File: src/rtl/mbr_pkg.sv
package mbr_pkg;

  // ROM contents as a function of the word address
  function automatic logic [7:0] rom_word(input int unsigned a);
    return 8'(a * 37 + 90);
  endfunction

  // Muller C-element next state
  function automatic logic c_next(input logic a, input logic b, input logic prev);
    if (a && b)        return 1'b1;
    else if (!a && !b) return 1'b0;
    else               return prev;
  endfunction

endpackage

File: src/rtl/mbr_cjoin.sv
module mbr_cjoin (
  input  logic clk,
  input  logic rst_n,
  input  logic a,
  input  logic b,
  output logic y_nxt,
  output logic y
);
  import mbr_pkg::*;

  assign y_nxt = c_next(a, b, y);

  always_ff @(posedge clk or negedge rst_n) begin
    if (!rst_n) y <= 1'b0;
    else        y <= y_nxt;
  end
endmodule

File: src/rtl/mbr_gate.sv
module mbr_gate (
  input  logic clk,
  input  logic rst_n,
  input  logic req,
  input  logic hold,
  output logic en
);
  // a new access starts only when no acknowledge is still up
  always_ff @(posedge clk or negedge rst_n) begin
    if (!rst_n)  en <= 1'b0;
    else if (en) en <= req;
    else         en <= req & ~hold;
  end
endmodule

File: src/rtl/mbr_mem.sv
module mbr_mem #(
  parameter int AW       = 6,
  parameter int DW       = 8,
  parameter int LAT      = 1,
  parameter bit WRITABLE = 1'b0
) (
  input  logic          clk,
  input  logic          rst_n,
  input  logic          en,
  input  logic          rnw,
  input  logic [AW-1:0] addr,
  input  logic [DW-1:0] wdata,
  output logic          rdy,
  output logic [DW-1:0] rdata
);
  import mbr_pkg::*;

  localparam int DEPTH = 1 << AW;
  localparam int CW = (LAT < 2) ? 1 : $clog2(LAT + 1);
  localparam logic [CW-1:0] LAST = CW'(LAT - 1);

  logic [CW-1:0] cnt;
  logic [DW-1:0] rd_val;
  logic          fire;

  assign fire = en & ~rdy & (cnt == LAST);

  generate
    if (WRITABLE) begin : g_ram
      logic [DW-1:0] mem [DEPTH];
      assign rd_val = mem[addr];
      always_ff @(posedge clk) begin
        if (fire && !rnw) mem[addr] <= wdata;
      end
    end else begin : g_rom
      logic unused_rom;
      assign unused_rom = ^{wdata, rnw};
      assign rd_val = DW'(rom_word(32'(addr)));
    end
  endgenerate

  always_ff @(posedge clk or negedge rst_n) begin
    if (!rst_n) begin
      rdy   <= 1'b0;
      cnt   <= '0;
      rdata <= '0;
    end else if (!en) begin
      rdy <= 1'b0;
      cnt <= '0;
    end else if (fire) begin
      rdy <= 1'b1;
      cnt <= '0;
      if (rnw) rdata <= rd_val;
    end else if (!rdy) begin
      cnt <= cnt + 1'b1;
    end
  end
endmodule

File: src/rtl/mbr_ack.sv
module mbr_ack (
  input  logic clk,
  input  logic rst_n,
  input  logic rdy,
  output logic ack
);
  logic clr_n;
  assign clr_n = rst_n & rdy;

  // set one edge after ready, cleared without a clock when ready drops
  always_ff @(posedge clk or negedge clr_n) begin
    if (!clr_n) ack <= 1'b0;
    else        ack <= 1'b1;
  end
endmodule

File: src/rtl/hs_mem_bridge.sv
module hs_mem_bridge #(
  parameter int AW  = 6,
  parameter int DW  = 8,
  parameter int LAT = 1
) (
  input  logic          clk,
  input  logic          rst_n,
  input  logic          rom_areq,
  input  logic          rom_dreq,
  input  logic [AW-1:0] rom_addr,
  output logic          rom_aack,
  output logic          rom_dack,
  output logic [DW-1:0] rom_rdata,
  input  logic          ram_rreq,
  input  logic          ram_wreq,
  input  logic          ram_rnw,
  input  logic [AW-1:0] ram_addr,
  input  logic [DW-1:0] ram_wdata,
  output logic          ram_ack,
  output logic [DW-1:0] ram_rdata
);
  localparam int NROMACK = 2;

  logic               rom_join_nxt, rom_join, rom_en, rom_rdy;
  logic [NROMACK-1:0] rom_ack;
  logic               ram_req, ram_en, ram_rdy;

  mbr_cjoin u_cjoin (
    .clk(clk), .rst_n(rst_n), .a(rom_areq), .b(rom_dreq),
    .y_nxt(rom_join_nxt), .y(rom_join)
  );

  mbr_gate u_rom_gate (
    .clk(clk), .rst_n(rst_n), .req(rom_join_nxt), .hold(|rom_ack), .en(rom_en)
  );

  mbr_mem #(.AW(AW), .DW(DW), .LAT(LAT), .WRITABLE(1'b0)) u_rom (
    .clk(clk), .rst_n(rst_n), .en(rom_en), .rnw(1'b1), .addr(rom_addr),
    .wdata('0), .rdy(rom_rdy), .rdata(rom_rdata)
  );

  generate
    for (genvar i = 0; i < NROMACK; i++) begin : g_rom_ack
      mbr_ack u_ack (.clk(clk), .rst_n(rst_n), .rdy(rom_rdy), .ack(rom_ack[i]));
    end
  endgenerate

  assign rom_aack = rom_ack[0];
  assign rom_dack = rom_ack[1];

  assign ram_req = ram_rreq | ram_wreq;

  mbr_gate u_ram_gate (
    .clk(clk), .rst_n(rst_n), .req(ram_req), .hold(ram_ack), .en(ram_en)
  );

  mbr_mem #(.AW(AW), .DW(DW), .LAT(LAT), .WRITABLE(1'b1)) u_ram (
    .clk(clk), .rst_n(rst_n), .en(ram_en), .rnw(ram_rnw), .addr(ram_addr),
    .wdata(ram_wdata), .rdy(ram_rdy), .rdata(ram_rdata)
  );

  mbr_ack u_ram_ack (.clk(clk), .rst_n(rst_n), .rdy(ram_rdy), .ack(ram_ack));
endmodule

File: config.mk
export PLATFORM = sky130hd
export DESIGN_NAME = hs_mem_bridge
export DESIGN_NICKNAME = d
export VERILOG_FILES = /design/src/rtl/mbr_pkg.sv /design/src/rtl/mbr_cjoin.sv /design/src/rtl/mbr_gate.sv /design/src/rtl/mbr_mem.sv /design/src/rtl/mbr_ack.sv /design/src/rtl/hs_mem_bridge.sv
export SDC_FILE = /design/constraint.sdc
export NUM_CORES = 1
export LEC_CHECK = 0
export ABC_AREA = 0
export BUFFER_PORTS_ARGS = -buffer_cell sky130_fd_sc_hd__buf_2
export CAP_MARGIN = 30
export CORE_AREA = 2 2 164 230
export DETAILED_ROUTE_END_ITERATION = 8
export DIE_AREA = 0 0 166 232
export PLACE_DENSITY = 0.74
export SLEW_MARGIN = 10
export SYNTH_ARGS = -nofsm -noshare
export SYNTH_HDL_FRONTEND = slang
export SYNTH_SLANG_ARGS = --single-unit
File: constraint.sdc
create_clock -name clk -period 1.45 [get_ports clk]
set_input_delay 0.145 -clock clk [delete_from_list [all_inputs] [get_ports clk]]
set_output_delay 0.145 -clock clk [all_outputs]
set_load 0.05 [all_outputs]
---- Word-level counts from Yosys, hierarchy flattened ----
Memory sizes are Yosys's and may differ from the RTL's. A register that Yosys moved wholly into a read port is not among the register bits.
Cells that the tools add are included.
operators by class
  $add $sub $neg .......................... 3
  multiply operators ...................... 1
  div/mod/pow operators ................... 0
  magnitude comparators ................... 0
  equal/unequal tests ..................... 4
  shift operators ......................... 0
  muxes and demuxes ....................... 16
  bitwise logic cells ..................... 15
  reductions and logical operators ........ 9
operator list
  cell                   count
  $mux W1                16
  $add A8 B7 Y8 const B  1
  $and A1 B1 Y1          8
  $mul A6 B6 Y8 const B  1
  $ne A3 B3 Y1 const B   2
  $not A1 Y1             6
  $logic_not A1 Y1       4
  $ne A2 B1 Y1 const B   2
  $logic_and A1 B1 Y1    3
  $reduce_and A3 Y1      1
  $add A1 B1 Y1 const B  2
  $reduce_and A2 Y1      1
  $or A1 B1 Y1           1
word-level totals
  register bits ........................... 17
  latch bits .............................. 0
  RAM bits ................................ 512
  bits in read-only memories .............. 0
  bits of input ports ..................... 27
  memories ................................ 1
memory list
  name             words  width  read ports  clocked after memory_dff  write ports  line           source
  u_ram.g_ram.mem  64     8      1           1                         1            mbr_mem.sv:30  logic [DW-1:0] mem [DEPTH];

---- Longest topological paths before layout ----
Gate-level depths: netlist of the first run.
  word-level depth ........................ 6
  depth in mapped cells ................... 11
  gate-level depth less buffers ........... 11

---- Cells and area by module ----
Synthesis of the first run repeated with hierarchy kept, for this count alone.
second synthesis, totals
  cell total of the unflattened synthesis .. 1207
  area, all modules ....................... 21474.3 um^2
modules (own cells, without submodules)
  module           times used  cells each  area each (um^2)  sequential area each (um^2)
  mbr_mem (u_ram)  1           1121        20523.4           15625.0
  mbr_mem (u_rom)  1           65          716.9             250.2
  mbr_ack          3           3           35.0              25.0
  mbr_gate         2           3           36.3              25.0
  mbr_cjoin        1           2           36.3              25.0
  hs_mem_bridge    1           4           20.0              0.0

---- Worst setup path after synthesis of the first run ----
No wires, ideal clock.
  kind .................................... in2reg
  start point ............................. input ram_addr[2]
  end point ............................... memory u_ram.g_ram.mem[8][0], enable pin
  library setup time ...................... 0.370 ns
  arrival time ............................ 1.767 ns
  data required time ...................... 1.080 ns
  slack ................................... -0.688 ns
  stages on the path ...................... 7
  path buffers ............................ 4
  cells stage by stage .................... buf_6 buf_6 buf_2 buf_4 nor4_2 nand2_1 nor2_1
RTL lines
  what         line                 source
  from (decl)  hs_mem_bridge.sv:17  input logic [AW-1:0] ram_addr,
  to (decl)    mbr_mem.sv:30
No word-level cell before the write port.

==> results.ini, run 1 <==
[outcome]
status=complete, but fails checks
violations=negative setup slack

[synth]
syn_area_per_cell_um2=17.5
yosysSeqAreaShare_pct=74.1
synth_adder_area_share_pct=1.10
synth_area_leaders=edfxtp_1 (71%), mux4_2 (4.2%), mux2i_1 (4.0%)
synth_top_family_by_area=multiplexers
synthesis.area_mm2=0.0216
synthArstFlopShare_pct=4.66
synth-simple-area-share_pct=4.85
synth_area_leader_cell=edfxtp_1
synth_flop_cell=edfxtp_1
synth_xor_area_share_pct=0.324
yosys.area.top_type_share_pct=71.2
yosysWarnings=0
synth_edf_count=512
synth_cell_types=71
synthCells=1232
synth_seq_cells=537
synth_compound_area_share_pct=6.83
synthMuxAreaShare_pct=10.1
synth_common_cells=edfxtp_1 (512), nor2_1 (88), mux2i_1 (86), a22oi_1 (45), nand2_1 (41)
synth_most_common_cell=edfxtp_1

[clocking]
cts_sinks=537
cts.htree.levels=2
clock_path_buffers=3
cts_tree=done
cts_inserted_buffers=49
clkLatencyLatePin_ps=580
clkTransAtPathRegs_ps=60
root_buffer=clkbuf_16

[min_path]
hp-class=input pin to register
hold_depth=1
hp-start=ram_wdata[1]

[floorplanning]
start_util_pct=59.3
die_x_um=166
io_pins=46
die-area_mm2=0.0385
die_height_um=232
rows=83
coreArea_mm2=0.0365

[place]
portBuffers=45
gp_congestion=0.968
dpl.cell_count=1946
dpl.hpwl_mm=41.1

[global_route]
grtUsageTotal_pct=33.6
grt_pass1_wl_mm=93.7
grt_max_degree=65
antenna_found_initial=0
gr-total-overflow=0
grt_pass1_vias=14300

[setup_path]
worstSetupPathType=register to register
worstPathArrival_ps=2470
critPathMaxStageDelay_ps=470
critical_path_depth=6
cp-start-kind=register
crit_start=u_ram.g_ram.mem[34][2]$_DFFE_PP_
required_ps=1910
slowest_stage=mux4_2
r2r_start=u_ram.g_ram.mem[34][2]$_DFFE_PP_
r2r_cells=6
cp_max_fo=1
critPathTopFamily=compound AO/OA/AOI/OAI gates
path_cells=mux4_2 -> mux2i_1 -> buf_4 -> o22a_1 -> o2111ai_2 -> o32a_1
critPathCaptureType=register
critPathBufInv=1

[finish]
top_regs=u_ram.g_ram.mem (512), u_ram.rdata (8), u_rom.rdata (8)
registers.top_by_ff_count=u_ram.g_ram.mem
drive_above_1_share_pct=41.2
final_nets=1607
stdcell_count=2068
antenna_cells=0
flow.area_growth_from_synthesis_pct=31.0
largest_reg_flops=512

[power_and_ir_drop]
peakVddDrop_uv=1260
power.density_mw_per_mm2=1220
power.leakage_nw=9.76

[timing]
min_period_ps=2010
setup_viol_count_final=522
final.period_utilization_pct=138
rsz0062_at_grt=true
maxSlewHeadroom_pct=48.6
tightest_slew_ps=771
max_freq_mhz=498
finalHoldViolCount=0
fin_ws_ps=-558
hold_slack_ps=26.3
final_max_slew_viol_count=0
skew_ps=20.8

[flow_run]
drv_cap=0

[detailed_routing]
avgRoutedWirePerCell_um=31.1
vias_per_cell=6.76
drtAntennaViolNets=0
drc=0
drtIter0Drc=1642
dr.pass1.iters=5
vias=14000
wl_mm=64.2

==> final cells by class <==
cell class	count	area [µm²]
Timing Repair Buffer	357	3790
Clock inverter	29	349
Clock buffer	60	1310
Inverter	19	83.8
Multi-Input combinational cell	599	6180
Tap cell	467	584
Sequential cell	537	16000
Fill cell	1783	8150
==> through the flow <==
step	util, %	instance area [µm²]	TNS [ps]	setup slack, ps	power (mW)
final	77.6	28300	-169280	-558	34.7
after global routing	77.6	28300	-195990	-587	35.4
after CTS	77.2	28100	-148500	-521	34.5
after detailed placement	69.5	25300	-317820	-855	21.1
after global placement	69.4	25300	-312630	-829	21.0
after floorplan	-	22200	-268740	-602	19.6
==> worst paths after layout <==
check | endpoint | slack, ps
max in group asynchronous | u_ram_ack.ack$_DFF_PN0_ | 820
min | u_ram.g_ram.mem[31][1]$_DFFE_PP_ | 30
min reg2reg | g_rom_ack[1].u_ack.ack$_DFF_PN0_ | 240
min in group asynchronous | u_ram.rdata[2]$_DFFE_PN0P_ | 110
max | u_ram.rdata[2]$_DFFE_PN0P_ | -560
max reg2reg | u_ram.rdata[2]$_DFFE_PN0P_ | -560
==> where the power goes <==
part           total (mW)  internal, mW  switching (mW)  leakage, nW
clock                13.4          7.85            5.60        0.811
sequential           17.3          17.2           0.172         4.90
combinational        3.87          1.48            2.40         4.05
total                34.7          26.5            8.17         9.76
==> cells in the final DEF (no fill, tap or decap), types with 10 or more instances in the layout <==
| cell | instances |
|---|---|
| a22oi_1 | 41 |
| nor2_1 | 22 |
| buf_12 | 77 |
| edfxtp_1 | 512 |
| clkinv_2 | 10 |
| nand3_1 | 14 |
| clkbuf_16 | 51 |
| dfrtp_1 | 24 |
| a21oi_1 | 22 |
| nand2_1 | 29 |
| a221oi_1 | 28 |
| mux4_2 | 41 |
| nor2_4 | 65 |
| buf_4 | 187 |
| buf_6 | 51 |
| ha_4 | 11 |
| o21ai_0 | 11 |
| mux2i_1 | 86 |
| buf_2 | 31 |
| mux2_2 | 29 |
| inv_2 | 10 |
==> cells by family (layout without fill, tap and decap cells) <==
kind of cell / Yosys count / in the layout
AO/OA/AOI/OAI: 199 / 199
XOR/XNOR: 8 / 8
adder cells (fa/ha/maj): 18 / 18
buffers and inverters: 97 / 465
flip-flops: 537 / 537
multiplexers: 160 / 160
other: 1 / 2
AND/OR/NAND/NOR: 212 / 212
==> metal layers <==
layer | wire length [µm] | GRT usage [%] | up-vias
met4 | 4940 | 21.8 | 0
met2 | 31800 | 56.6 | 1054
met5 | 0 | 0 | -
met1 | 21400 | 39.9 | 7001
met3 | 6060 | 6.37 | 291
li1 | - | - | 5627
==> repair_timing <==
action / in CTS / in global routing
gates resized for setup: 156 / 25
setup buffers: 27 / 2
pin swaps: 80 / 31
endpoints found under the hold margin: 29 / 0
endpoints found under the setup margin: 526 / 527
hold buffers: 7 / 0
Power figures use the tool's default switching activity.
==> run 2: changes to the inputs <==
- CELL_PAD_IN_SITES_DETAIL_PLACEMENT: default -> 0
- CELL_PAD_IN_SITES_GLOBAL_PLACEMENT: default -> 2
- CORE_AREA: 2 2 164 230 -> 2 2 176 247
- DIE_AREA: 0 0 166 232 -> 0 0 178 249
- PLACE_DENSITY: 0.74 -> 0.82
- SKIP_LAST_GASP: default -> 1
==> results.ini, run 2 (synthesized netlist as in run 1, its figures left out) <==
[finish]
antenna_cells=0  ; unchanged
top_regs=u_ram.g_ram.mem (512), u_ram.rdata (8), u_rom.rdata (8)
final_util_pct=67.4  ; -10 points
registers.top_by_ff_count=u_ram.g_ram.mem
stdcell_count=2151  ; +4.0%
final_cell_mix=edfxtp_1 (512), buf_4 (200), mux2i_1 (86), buf_12 (76), nor2_4 (65)
flow.area_growth_from_synthesis_pct=31.0  ; about the same
final_nets=1608  ; +0.062%
layout_commonest_cell=edfxtp_1
largest_reg_flops=512  ; unchanged
fin_area_mm2=0.0283  ; about the same
drive_above_1_share_pct=40.1  ; -1.2 points

[floorplanning]
coreArea_mm2=0.0420  ; +15%
start_util_pct=51.5  ; -7.8 points
io_pins=46  ; unchanged
die_height_um=249  ; +7.3%
die-area_mm2=0.0443  ; +15%
rows=89  ; +7.2%
die_x_um=178  ; +7.2%

[power_and_ir_drop]
intPower_mw=26.5  ; about the same
power_frac_seq_pct=50.2  ; +0.2 points
p_clk_share_pct=39.0  ; +0.2 points
power.density_mw_per_mm2=1220  ; -0.38%
peakVddDrop_uv=1270  ; +0.70%
total_power_mw=34.5  ; -0.37%
switching_share_pct=23.3  ; -0.23 points
p_comb_share_pct=10.8  ; -0.4 points
power.leakage_nw=9.72  ; -0.47%
switchingPower_mw=8.06  ; -1.4%

[detailed_routing]
avgRoutedWirePerCell_um=28.1  ; -9.6%
drtIter0Drc=1162  ; -29%
dr.pass1.iters=5  ; unchanged
drc=0  ; unchanged
vias_per_cell=6.09  ; -9.9%
wl_mm=60.4  ; -6.0%
drtAntennaViolNets=0  ; unchanged
vias=13100  ; -6.2%

[timing]
max_freq_mhz=509  ; +2.1%
hold_slack_ps=45.8  ; +19.5 ps
skew_ps=17.0  ; -3.83 ps
min_period_ps=1970  ; -42.1 ps
tightest_slew_ps=854  ; +82.2 ps
final.period_utilization_pct=136  ; -2.9 points
setup_viol_count_final=522  ; unchanged
setup_tns_ps=-237820  ; -68540 ps
fin_ws_ps=-516  ; +42.1 ps
rsz0062_at_grt=true
final_max_slew_viol_count=0  ; unchanged
maxSlewHeadroom_pct=43.1  ; -5.5 points
finalHoldViolCount=0  ; unchanged

[setup_path]
slowest_stage=dfrtp_1
critPathMaxStageDelay_ps=380  ; -90 ps
worstSetupPathType=register to register
rrSetupSlack_ps=-520  ; +40 ps
cp-start-kind=register
crit_path_frequent_cell=buf_12
critPathTopFamily=simple AND/OR/NAND/NOR gates
worstPathArrival_ps=2260  ; -210 ps
critical_path_depth=8  ; +2
r2r_cells=8  ; +2
required_ps=1740  ; -170 ps
critPathCaptureType=register
critPathBufInv=4  ; +3
cp_max_fo=8  ; +7
path_cells=nand2b_4 -> buf_4 -> buf_6 -> nor4_4 -> buf_12 -> nand2_8 -> nor2_4 -> buf_12

[clocking]
cts.htree.levels=2  ; unchanged
clkLatencyLatePin_ps=580  ; about the same
clkTransAtPathRegs_ps=60  ; about the same
cts_inserted_buffers=50  ; +2.0%
clock_path_buffers=3  ; unchanged
cts_tree=done
root_buffer=clkbuf_16
cts_sinks=537  ; unchanged

[place]
dpl.cell_count=2036  ; +4.6%
dpl.hpwl_mm=40.7  ; -1.1%
portBuffers=45  ; unchanged
postPlaceCellArea_mm2=0.0257  ; +1.3%
pre_cts_slack_ps=-997  ; -143 ps
gp_congestion=0.944  ; -2.5%

[global_route]
grt_pass1_vias=13600  ; -5.2%
grtUsageTotal_pct=27.9  ; -5.7 points
grt_pass1_wl_mm=88.8  ; -5.2%
antenna_found_initial=0  ; unchanged
gr-total-overflow=0  ; unchanged
grt_max_degree=65  ; unchanged

[min_path]
hold_depth=4  ; +3
hp-class=input pin to register

[flow_run]
drv_cap=0  ; unchanged

[outcome]
status=complete, but fails checks
violations=negative setup slack

-- run 2: cell count changes in the layout (fill, tap and decap cells not counted), sizes merged --
| cell | delta |
|---|---|
| clkinv | -2 |
| buf | +1 |
| inv | +1 |
| bufinv | -1 |
| clkinvlp | +5 |
-- run 2: tightest hold or removal path, delay by kind of cell --
kind                       cells  cell delay [ps]
adders and majority gates      2              220
buffers and inverters          1              100
muxes                          1              130
-- run 2: cell type report --
| type | instances | area (µm²) |
|---|---|---|
| flip-flops and latches | 537 | 16000 |
| fillers | 2719 | 13700 |
| multi-input cells | 599 | 6060 |
| repair buffers | 357 | 3770 |
| clock buffers | 61 | 1340 |
| well taps | 546 | 683 |
| clock inverters | 32 | 353 |
| inverters | 19 | 86.3 |
-- run 2: power by group through the flow --
stage	Combinational, mW	Clock [mW]	Sequential (mW)
5_1_grt	3.92	14.2	17.3
3_3_place_gp	3.40	0	17.7
4_1_cts	3.68	13.6	17.3
3_5_place_dp	3.46	0	17.7
6_report	3.72	13.5	17.3
2_1_floorplan	1.42	0	18.2
-- run 2: worst paths after layout --
path	from	end
max	u_ram.cnt$_DFFE_PN0P_	u_ram.g_ram.mem[55][2]$_DFFE_PP_
min	rom_addr[2]	u_rom.rdata[2]$_DFFE_PN0P_
max reg2reg	u_ram.cnt$_DFFE_PN0P_	u_ram.g_ram.mem[55][2]$_DFFE_PP_
min reg2reg	u_rom.rdy$_DFFE_PN0P_	g_rom_ack[1].u_ack.ack$_DFF_PN0_
max in group asynchronous	rst_n	g_rom_ack[1].u_ack.ack$_DFF_PN0_
min in group asynchronous	rst_n	u_ram_gate.en$_DFF_PN0_
-- run 2: timing repair --
item | 4_1_cts | 5_1_grt
endpoints found under the setup margin | 529 | 526
gates resized for setup | 130 | 24
hold buffers | 7 | 1
pin swaps | 65 | 29
buffers inserted | 14 | 4
hold endpoints to repair | 30 | 1
-- run 2: layer usage --
layer	vias to the layer above	global-route usage [%]	part of all wire [%]
met5	-	0	0
met3	139	4.67	6.9
met2	609	47.1	51
met1	6708	35.6	38
met4	0	11.6	4.4
li1	5645	-	-
